--- src/rtl/soft_irq_pkg.sv ---
package soft_irq_pkg;

  localparam int WORD_W     = 32;
  localparam int SOFT_LSB   = 17;   // lowest soft interrupt bit
  localparam int LEVEL_BIAS = 16;   // level = bit index - bias
  localparam int CPU_LSB    = 12;   // page index position in the address
  localparam int WSEL_LSB   = 2;    // word select position in the address
  localparam int WSEL_W     = 2;
  localparam int ALIAS_SRC  = 14;   // clear-write bit that also hits the top bit
  localparam int ALIAS_DST  = 31;

  localparam logic [WORD_W-1:0] SOFT_MASK = ~((32'd1 << SOFT_LSB) - 32'd1);

  typedef enum logic [WSEL_W-1:0] {
    WSEL_PEND = 2'd0,
    WSEL_CLR  = 2'd1,
    WSEL_SET  = 2'd2,
    WSEL_RSV  = 2'd3
  } wsel_e;

  function automatic logic [WORD_W-1:0] clr_bits(input logic [WORD_W-1:0] v);
    logic [WORD_W-1:0] m;
    m = v & SOFT_MASK;
    if (v[ALIAS_SRC]) m[ALIAS_DST] = 1'b1;
    return m;
  endfunction

  function automatic logic [WORD_W-1:0] set_bits(input logic [WORD_W-1:0] v);
    return v & SOFT_MASK;
  endfunction

endpackage

--- src/rtl/soft_irq_prio.sv ---
module soft_irq_prio
  import soft_irq_pkg::*;
#(
  parameter int LVL_W = 4
) (
  input  logic [WORD_W-1:0] word_i,
  output logic [LVL_W-1:0]  level_o
);

  // Highest set soft bit wins; later loop iterations overwrite earlier ones.
  always_comb begin
    level_o = '0;
    for (int j = SOFT_LSB; j < WORD_W; j++) begin
      if (word_i[j]) level_o = LVL_W'(j - LEVEL_BIAS);
    end
  end

endmodule

--- src/rtl/soft_irq_slot.sv ---
module soft_irq_slot
  import soft_irq_pkg::*;
#(
  parameter int LVL_W = 4
) (
  input  logic              clk,
  input  logic              rst_n,
  input  logic [WORD_W-1:0] sw_clr_i,
  input  logic [WORD_W-1:0] sw_set_i,
  input  logic              hw_hit_i,
  input  logic              hw_set_i,
  input  logic [LVL_W-1:0]  hw_level_i,
  output logic [WORD_W-1:0] pend_o,
  output logic [LVL_W-1:0]  level_o
);

  logic [WORD_W-1:0] pend_q;
  logic [WORD_W-1:0] pend_d;

  // Software first, then the side port; the two touch disjoint bit ranges.
  always_comb begin
    pend_d = (pend_q & ~sw_clr_i) | sw_set_i;
    if (hw_hit_i && (hw_level_i != '0)) begin
      pend_d[hw_level_i] = hw_set_i;
    end
  end

  always_ff @(posedge clk or negedge rst_n) begin
    if (!rst_n) pend_q <= '0;
    else        pend_q <= pend_d;
  end

  soft_irq_prio #(.LVL_W(LVL_W)) u_prio (
    .word_i  (pend_q),
    .level_o (level_o)
  );

  assign pend_o = pend_q;

endmodule

--- src/rtl/soft_irq_bus_port.sv ---
module soft_irq_bus_port
  import soft_irq_pkg::*;
#(
  parameter int NUM_CPU = 16,
  parameter int ADDR_W  = 16,
  parameter int CPU_W   = 4
) (
  input  logic                           clk,
  input  logic                           rst_n,
  input  logic                           req_valid,
  output logic                           req_ready,
  input  logic                           req_write,
  input  logic [ADDR_W-1:0]              req_addr,
  input  logic [WORD_W-1:0]              req_wdata,
  output logic                           rsp_valid,
  input  logic                           rsp_ready,
  output logic [WORD_W-1:0]              rsp_data,
  input  logic [NUM_CPU-1:0][WORD_W-1:0] pend_i,
  output logic [NUM_CPU-1:0][WORD_W-1:0] clr_o,
  output logic [NUM_CPU-1:0][WORD_W-1:0] set_o
);

  logic              take;
  logic [CPU_W-1:0]  cpu_idx;
  wsel_e             wsel;
  logic [WORD_W-1:0] clr_val;
  logic [WORD_W-1:0] set_val;
  logic [WORD_W-1:0] rd_word;
  logic              addr_unused;
  logic              rsp_valid_q;
  logic [WORD_W-1:0] rsp_data_q;

  assign addr_unused = ^req_addr;
  assign cpu_idx     = req_addr[CPU_LSB +: CPU_W];
  assign wsel        = wsel_e'(req_addr[WSEL_LSB +: WSEL_W]);

  // A waiting answer blocks every new request.
  assign req_ready = !rsp_valid_q || rsp_ready;
  assign take      = req_valid && req_ready;

  assign clr_val = clr_bits(req_wdata);
  assign set_val = set_bits(req_wdata);

  generate
    for (genvar i = 0; i < NUM_CPU; i++) begin : g_sel
      logic hit;
      assign hit = take && req_write && (cpu_idx == CPU_W'(i));
      assign clr_o[i] = (hit && wsel == WSEL_CLR) ? clr_val : '0;
      assign set_o[i] = (hit && wsel == WSEL_SET) ? set_val : '0;
    end
  endgenerate

  always_comb begin
    rd_word = '0;
    for (int i = 0; i < NUM_CPU; i++) begin
      if (cpu_idx == CPU_W'(i) && wsel == WSEL_PEND) rd_word = pend_i[i];
    end
  end

  always_ff @(posedge clk or negedge rst_n) begin
    if (!rst_n) begin
      rsp_valid_q <= 1'b0;
      rsp_data_q  <= '0;
    end else if (take && !req_write) begin
      rsp_valid_q <= 1'b1;
      rsp_data_q  <= rd_word;
    end else if (rsp_ready) begin
      rsp_valid_q <= 1'b0;
    end
  end

  assign rsp_valid = rsp_valid_q;
  assign rsp_data  = rsp_data_q;

endmodule

--- src/rtl/soft_irq_bank.sv ---
module soft_irq_bank
  import soft_irq_pkg::*;
#(
  parameter int NUM_CPU = 16,
  parameter int ADDR_W  = 16,
  parameter int LVL_W   = 4,
  localparam int CPU_W  = (NUM_CPU > 1) ? $clog2(NUM_CPU) : 1
) (
  input  logic                     clk,
  input  logic                     rst_n,
  input  logic                     req_valid,
  output logic                     req_ready,
  input  logic                     req_write,
  input  logic [ADDR_W-1:0]        req_addr,
  input  logic [WORD_W-1:0]        req_wdata,
  output logic                     rsp_valid,
  input  logic                     rsp_ready,
  output logic [WORD_W-1:0]        rsp_data,
  input  logic                     hw_valid,
  input  logic                     hw_set,
  input  logic [CPU_W-1:0]         hw_cpu,
  input  logic [LVL_W-1:0]         hw_level,
  input  logic [NUM_CPU-1:0]       int_busy,
  output logic [NUM_CPU-1:0]       int_req,
  output logic [NUM_CPU*LVL_W-1:0] int_level
);

  logic [NUM_CPU-1:0][WORD_W-1:0] pend;
  logic [NUM_CPU-1:0][WORD_W-1:0] sw_clr;
  logic [NUM_CPU-1:0][WORD_W-1:0] sw_set;

  soft_irq_bus_port #(
    .NUM_CPU (NUM_CPU),
    .ADDR_W  (ADDR_W),
    .CPU_W   (CPU_W)
  ) u_bus (
    .clk       (clk),
    .rst_n     (rst_n),
    .req_valid (req_valid),
    .req_ready (req_ready),
    .req_write (req_write),
    .req_addr  (req_addr),
    .req_wdata (req_wdata),
    .rsp_valid (rsp_valid),
    .rsp_ready (rsp_ready),
    .rsp_data  (rsp_data),
    .pend_i    (pend),
    .clr_o     (sw_clr),
    .set_o     (sw_set)
  );

  generate
    for (genvar i = 0; i < NUM_CPU; i++) begin : g_cpu
      logic [LVL_W-1:0] lvl;
      logic             hw_hit;
      assign hw_hit = hw_valid && (hw_cpu == CPU_W'(i));

      soft_irq_slot #(.LVL_W(LVL_W)) u_slot (
        .clk        (clk),
        .rst_n      (rst_n),
        .sw_clr_i   (sw_clr[i]),
        .sw_set_i   (sw_set[i]),
        .hw_hit_i   (hw_hit),
        .hw_set_i   (hw_set),
        .hw_level_i (hw_level),
        .pend_o     (pend[i]),
        .level_o    (lvl)
      );

      assign int_level[i*LVL_W +: LVL_W] = lvl;
      assign int_req[i] = (lvl != '0) && !int_busy[i];
    end
  endgenerate

endmodule

--- config.mk ---
export PLATFORM = sky130hd
export DESIGN_NAME = soft_irq_bank
export DESIGN_NICKNAME = d
export VERILOG_FILES = /design/src/rtl/soft_irq_pkg.sv /design/src/rtl/soft_irq_prio.sv /design/src/rtl/soft_irq_slot.sv /design/src/rtl/soft_irq_bus_port.sv /design/src/rtl/soft_irq_bank.sv
export SDC_FILE = /design/constraint.sdc
export NUM_CORES = 1
export LEC_CHECK = 0
export CORE_MARGIN = 3
export CORE_UTILIZATION = 44
export CTS_CLUSTER_SIZE = 10
export DETAILED_ROUTE_END_ITERATION = 10
export GPL_TIMING_DRIVEN = 1
export PLACE_DENSITY = 0.72
export SYNTH_ARGS = -nofsm -noshare
export SYNTH_HDL_FRONTEND = slang
export SYNTH_SLANG_ARGS = --single-unit
--- constraint.sdc ---
create_clock -name clk -period 2.7 [get_ports clk]
set_clock_uncertainty 0.2 [all_clocks]
set_input_delay 0.54 -clock clk [delete_from_list [all_inputs] [get_ports clk]]
set_output_delay 0.54 -clock clk [all_outputs]
set_load 0.02 [all_outputs]
==> out/qor.txt <==
Startpoint class of the critical path = flop
Minimum clock period = 3.238 ns
Final WL = 96.73 mm
Post-synthesis compound-gate area fraction = 0.1775
Residual DRC = 0
Clock Latency Late Sink = 0.64 ns
Pin count of the biggest net entering global routing = 81
Mux cell area share after synthesis = 0.1721
Pwr dens = 600.3 nW/µm²
Vias in the first global route = 25,180
Most frequent cells in the layout = nand2_1, dfrtp_1, buf_4, mux2_2, a22o_1
Synthesized flop and latch total = 528
Initial antenna violation count = 4
Overall Power = 22,270 µW
DRT iter0 DRCs = 2,769
LEAKAGE = 0.01640 µW
Final Cycle Share = 1.199
Critical path class = flop to output port
Number of H-tree levels = 2
Post-synth top area share = 0.4664
Die Area = 67,460 µm²
Fin cells = 4,074
MaxCap Viol Count = 0
ANT nets after route = 0
Achievable Freq = 308.8 MHz
Distinct cells, synth = 73
Synth area leader = dfrtp_1
Crit-path slowest cell = dfrtp_2
Post-Synth Simple-Gate Area = 0.1404
Die width = 259.7 µm
Grt ovf = 0
Worst Max-Slew Pin Slew = 1.017 ns
Top post-synthesis cells by area = dfrtp_1, mux2_2, a22o_1, nand2_1, mux4_2
Commonest non-fill, non-tap cell in the layout = nand2_1
HPWL Detailed = 65.91 mm
Hold Vio Cnt, Final = 0
WL per Instance = 23.74 µm
# rows = 92
Total CTS buffers = 60
Req. time, crit path = 1.96 ns
Unrepaired setup endpoints after global routing = true
Sequential cell area fraction in the yosys report = 0.4664
Clock sinks = 528
CP max FO = 5
Crit path DAT = 2.50 ns
Top_reg_cell synth = dfrtp_1
I/O pin cnt = 193
Starting Density = 0.4466
Final setup fails = 50
Core area = 63,430 µm²
Critical path cell sequence = nor2_2 -> a221oi_2 -> o21bai_1 -> a2111oi_2 -> a211o_1 -> buf_4 -> o41a_1 -> buf_6
Main combinational cell family by area after synthesis = compound AO/OA/AOI/OAI gates
Layout cells sized above 1 = 0.3629
First-pass GRT wire length = 148.3 mm
Worst VDD drop = 568.4 µV
Max-slew violations = 0
CTS tree = yes
TNS Setup = -8.649 ns
Worst slew margin = 0.3196
Reg clk slew, reported paths = 0.06 ns
Worst path top cell family by delay = compound AO/OA/AOI/OAI gates
Slowest stage delay, CP = 0.44 ns
PortBufs = 165
Post-synth EDFFs = 0
Vias = 25,240
Avg Vias per Cell = 6.195
Placed inst area = 33,540 µm²
Status = complete, but fails checks
Area grow syn2layout = 30.97%
Synthesized net count = 2,839
Nets = 3,288
Total GRT Usage = 0.2815
Adder-cell share of the synthesized area = 0
Inst Count DP = 3,936
Die H = 259.7 µm
Clk root buf = clkbuf_16
Syn Std Cell Area = 28,330 µm²
Yosys warning count = 0
Avg Cell Area, Syn = 10.26 µm²
Clock Path Buffers = 3
Final instance area = 37,100 µm²
Crit. End Element = output port
WP buf/inv = 2
Post-route setup slack = -0.5384 ns
Mapped Cells = 2,760
Async S/R FF share, synth = 1.000
Worst hold path class = flop to flop
Post-synthesis xor/xnor area fraction = 0
Length of the first detailed-routing pass in iterations = 6
Violated checks = negative setup slack
Routability cong. = 0.9705
where the power goes:
part / internal (µW) / switching [µW]
clock network: 4000 / 3190
registers: 8440 / 622
logic: 2960 / 3070
registers in the layout, summed over array words and instances, names as in the netlist:
register             count
g_cpu.u_slot.pend_o    496
u_bus.rsp_valid          1
u_bus.rsp_data          31
path summary, 6_finish.rpt:
check / end / slack, ns / startpoint / cells after the start
setup / recovery: int_req[14] / -0.54 / g_cpu[14].u_slot.pend_o[21] / 8
hold / removal: g_cpu[13].u_slot.pend_o[0] / 0.17 / g_cpu[13].u_slot.pend_o[0] / 0
setup reg to reg: u_bus.rsp_data[19] / 0.14 / g_cpu[3].u_slot.pend_o[19] / 7
hold reg to reg: g_cpu[13].u_slot.pend_o[0] / 0.17 / g_cpu[13].u_slot.pend_o[0] / 0
max in group asynchronous: g_cpu[1].u_slot.pend_o[27] / 1.25 / rst_n / 3
min in group asynchronous: g_cpu[7].u_slot.pend_o[23] / 0.22 / rst_n / 2
per-stage QoR:
stage / hold slack (ns) / util / setup slack [ns]
final: 0.1717 / 0.5850 / -0.5384
after global routing: 0.1816 / 0.5849 / -0.6115
after CTS: 0.1745 / 0.5722 / -0.5264
after detailed placement: 0.1625 / 0.5288 / -0.4314
after global placement: 0.1599 / 0.5288 / -0.3938
after floorplan: 0.04441 / - / 0.1059
cells in the mapped netlist, types with 36 or more instances:
cell      instances
dfrtp_1         528
nand2_1         502
mux2_2          259
a22o_1          254
nor2_1          230
clkbuf_1        132
o21ai_0          94
buf_2            74
mux4_2           71
nor4_1           49
a21oi_1          47
inv_1            41
mux2i_1          36
timing repair:
item                                    CTS  global route
gates resized for setup                 598           153
pin swaps                                71            86
endpoints found under the setup margin   81            72
buffers inserted                         34            31
hold buffers                              1             0
endpoints found under the hold margin    92             0
area by class of cell:
class                      count  area [µm²]
fill                        4993       26320
multi-input combinational   1952       15420
sequential                   528       13260
timing repair buffer         625        5575
clock buffer                  75        1568
tap                          846        1059
inverter                      42       160.2
clock inverter                 5       58.81
antenna                        1       2.502
cells by family after synthesis:
group                  after synthesis
muxes                              366
buffers and inverters              280
AOI/OAI and AO/OA                  664
DFF                                528
other                                1
and+or+nand+nor                    921
per-layer routing:
metal / global-route usage / up-vias / part of all wire
li1: - / 11000 / -
met1: 0.3745 / 12750 / 0.40
met2: 0.4572 / 1234 / 0.48
met3: 0.05181 / 245 / 0.085
met4: 0.1112 / 6 / 0.039
met5: 0 / - / 0.00038
(Power assumes the default switching activity.)
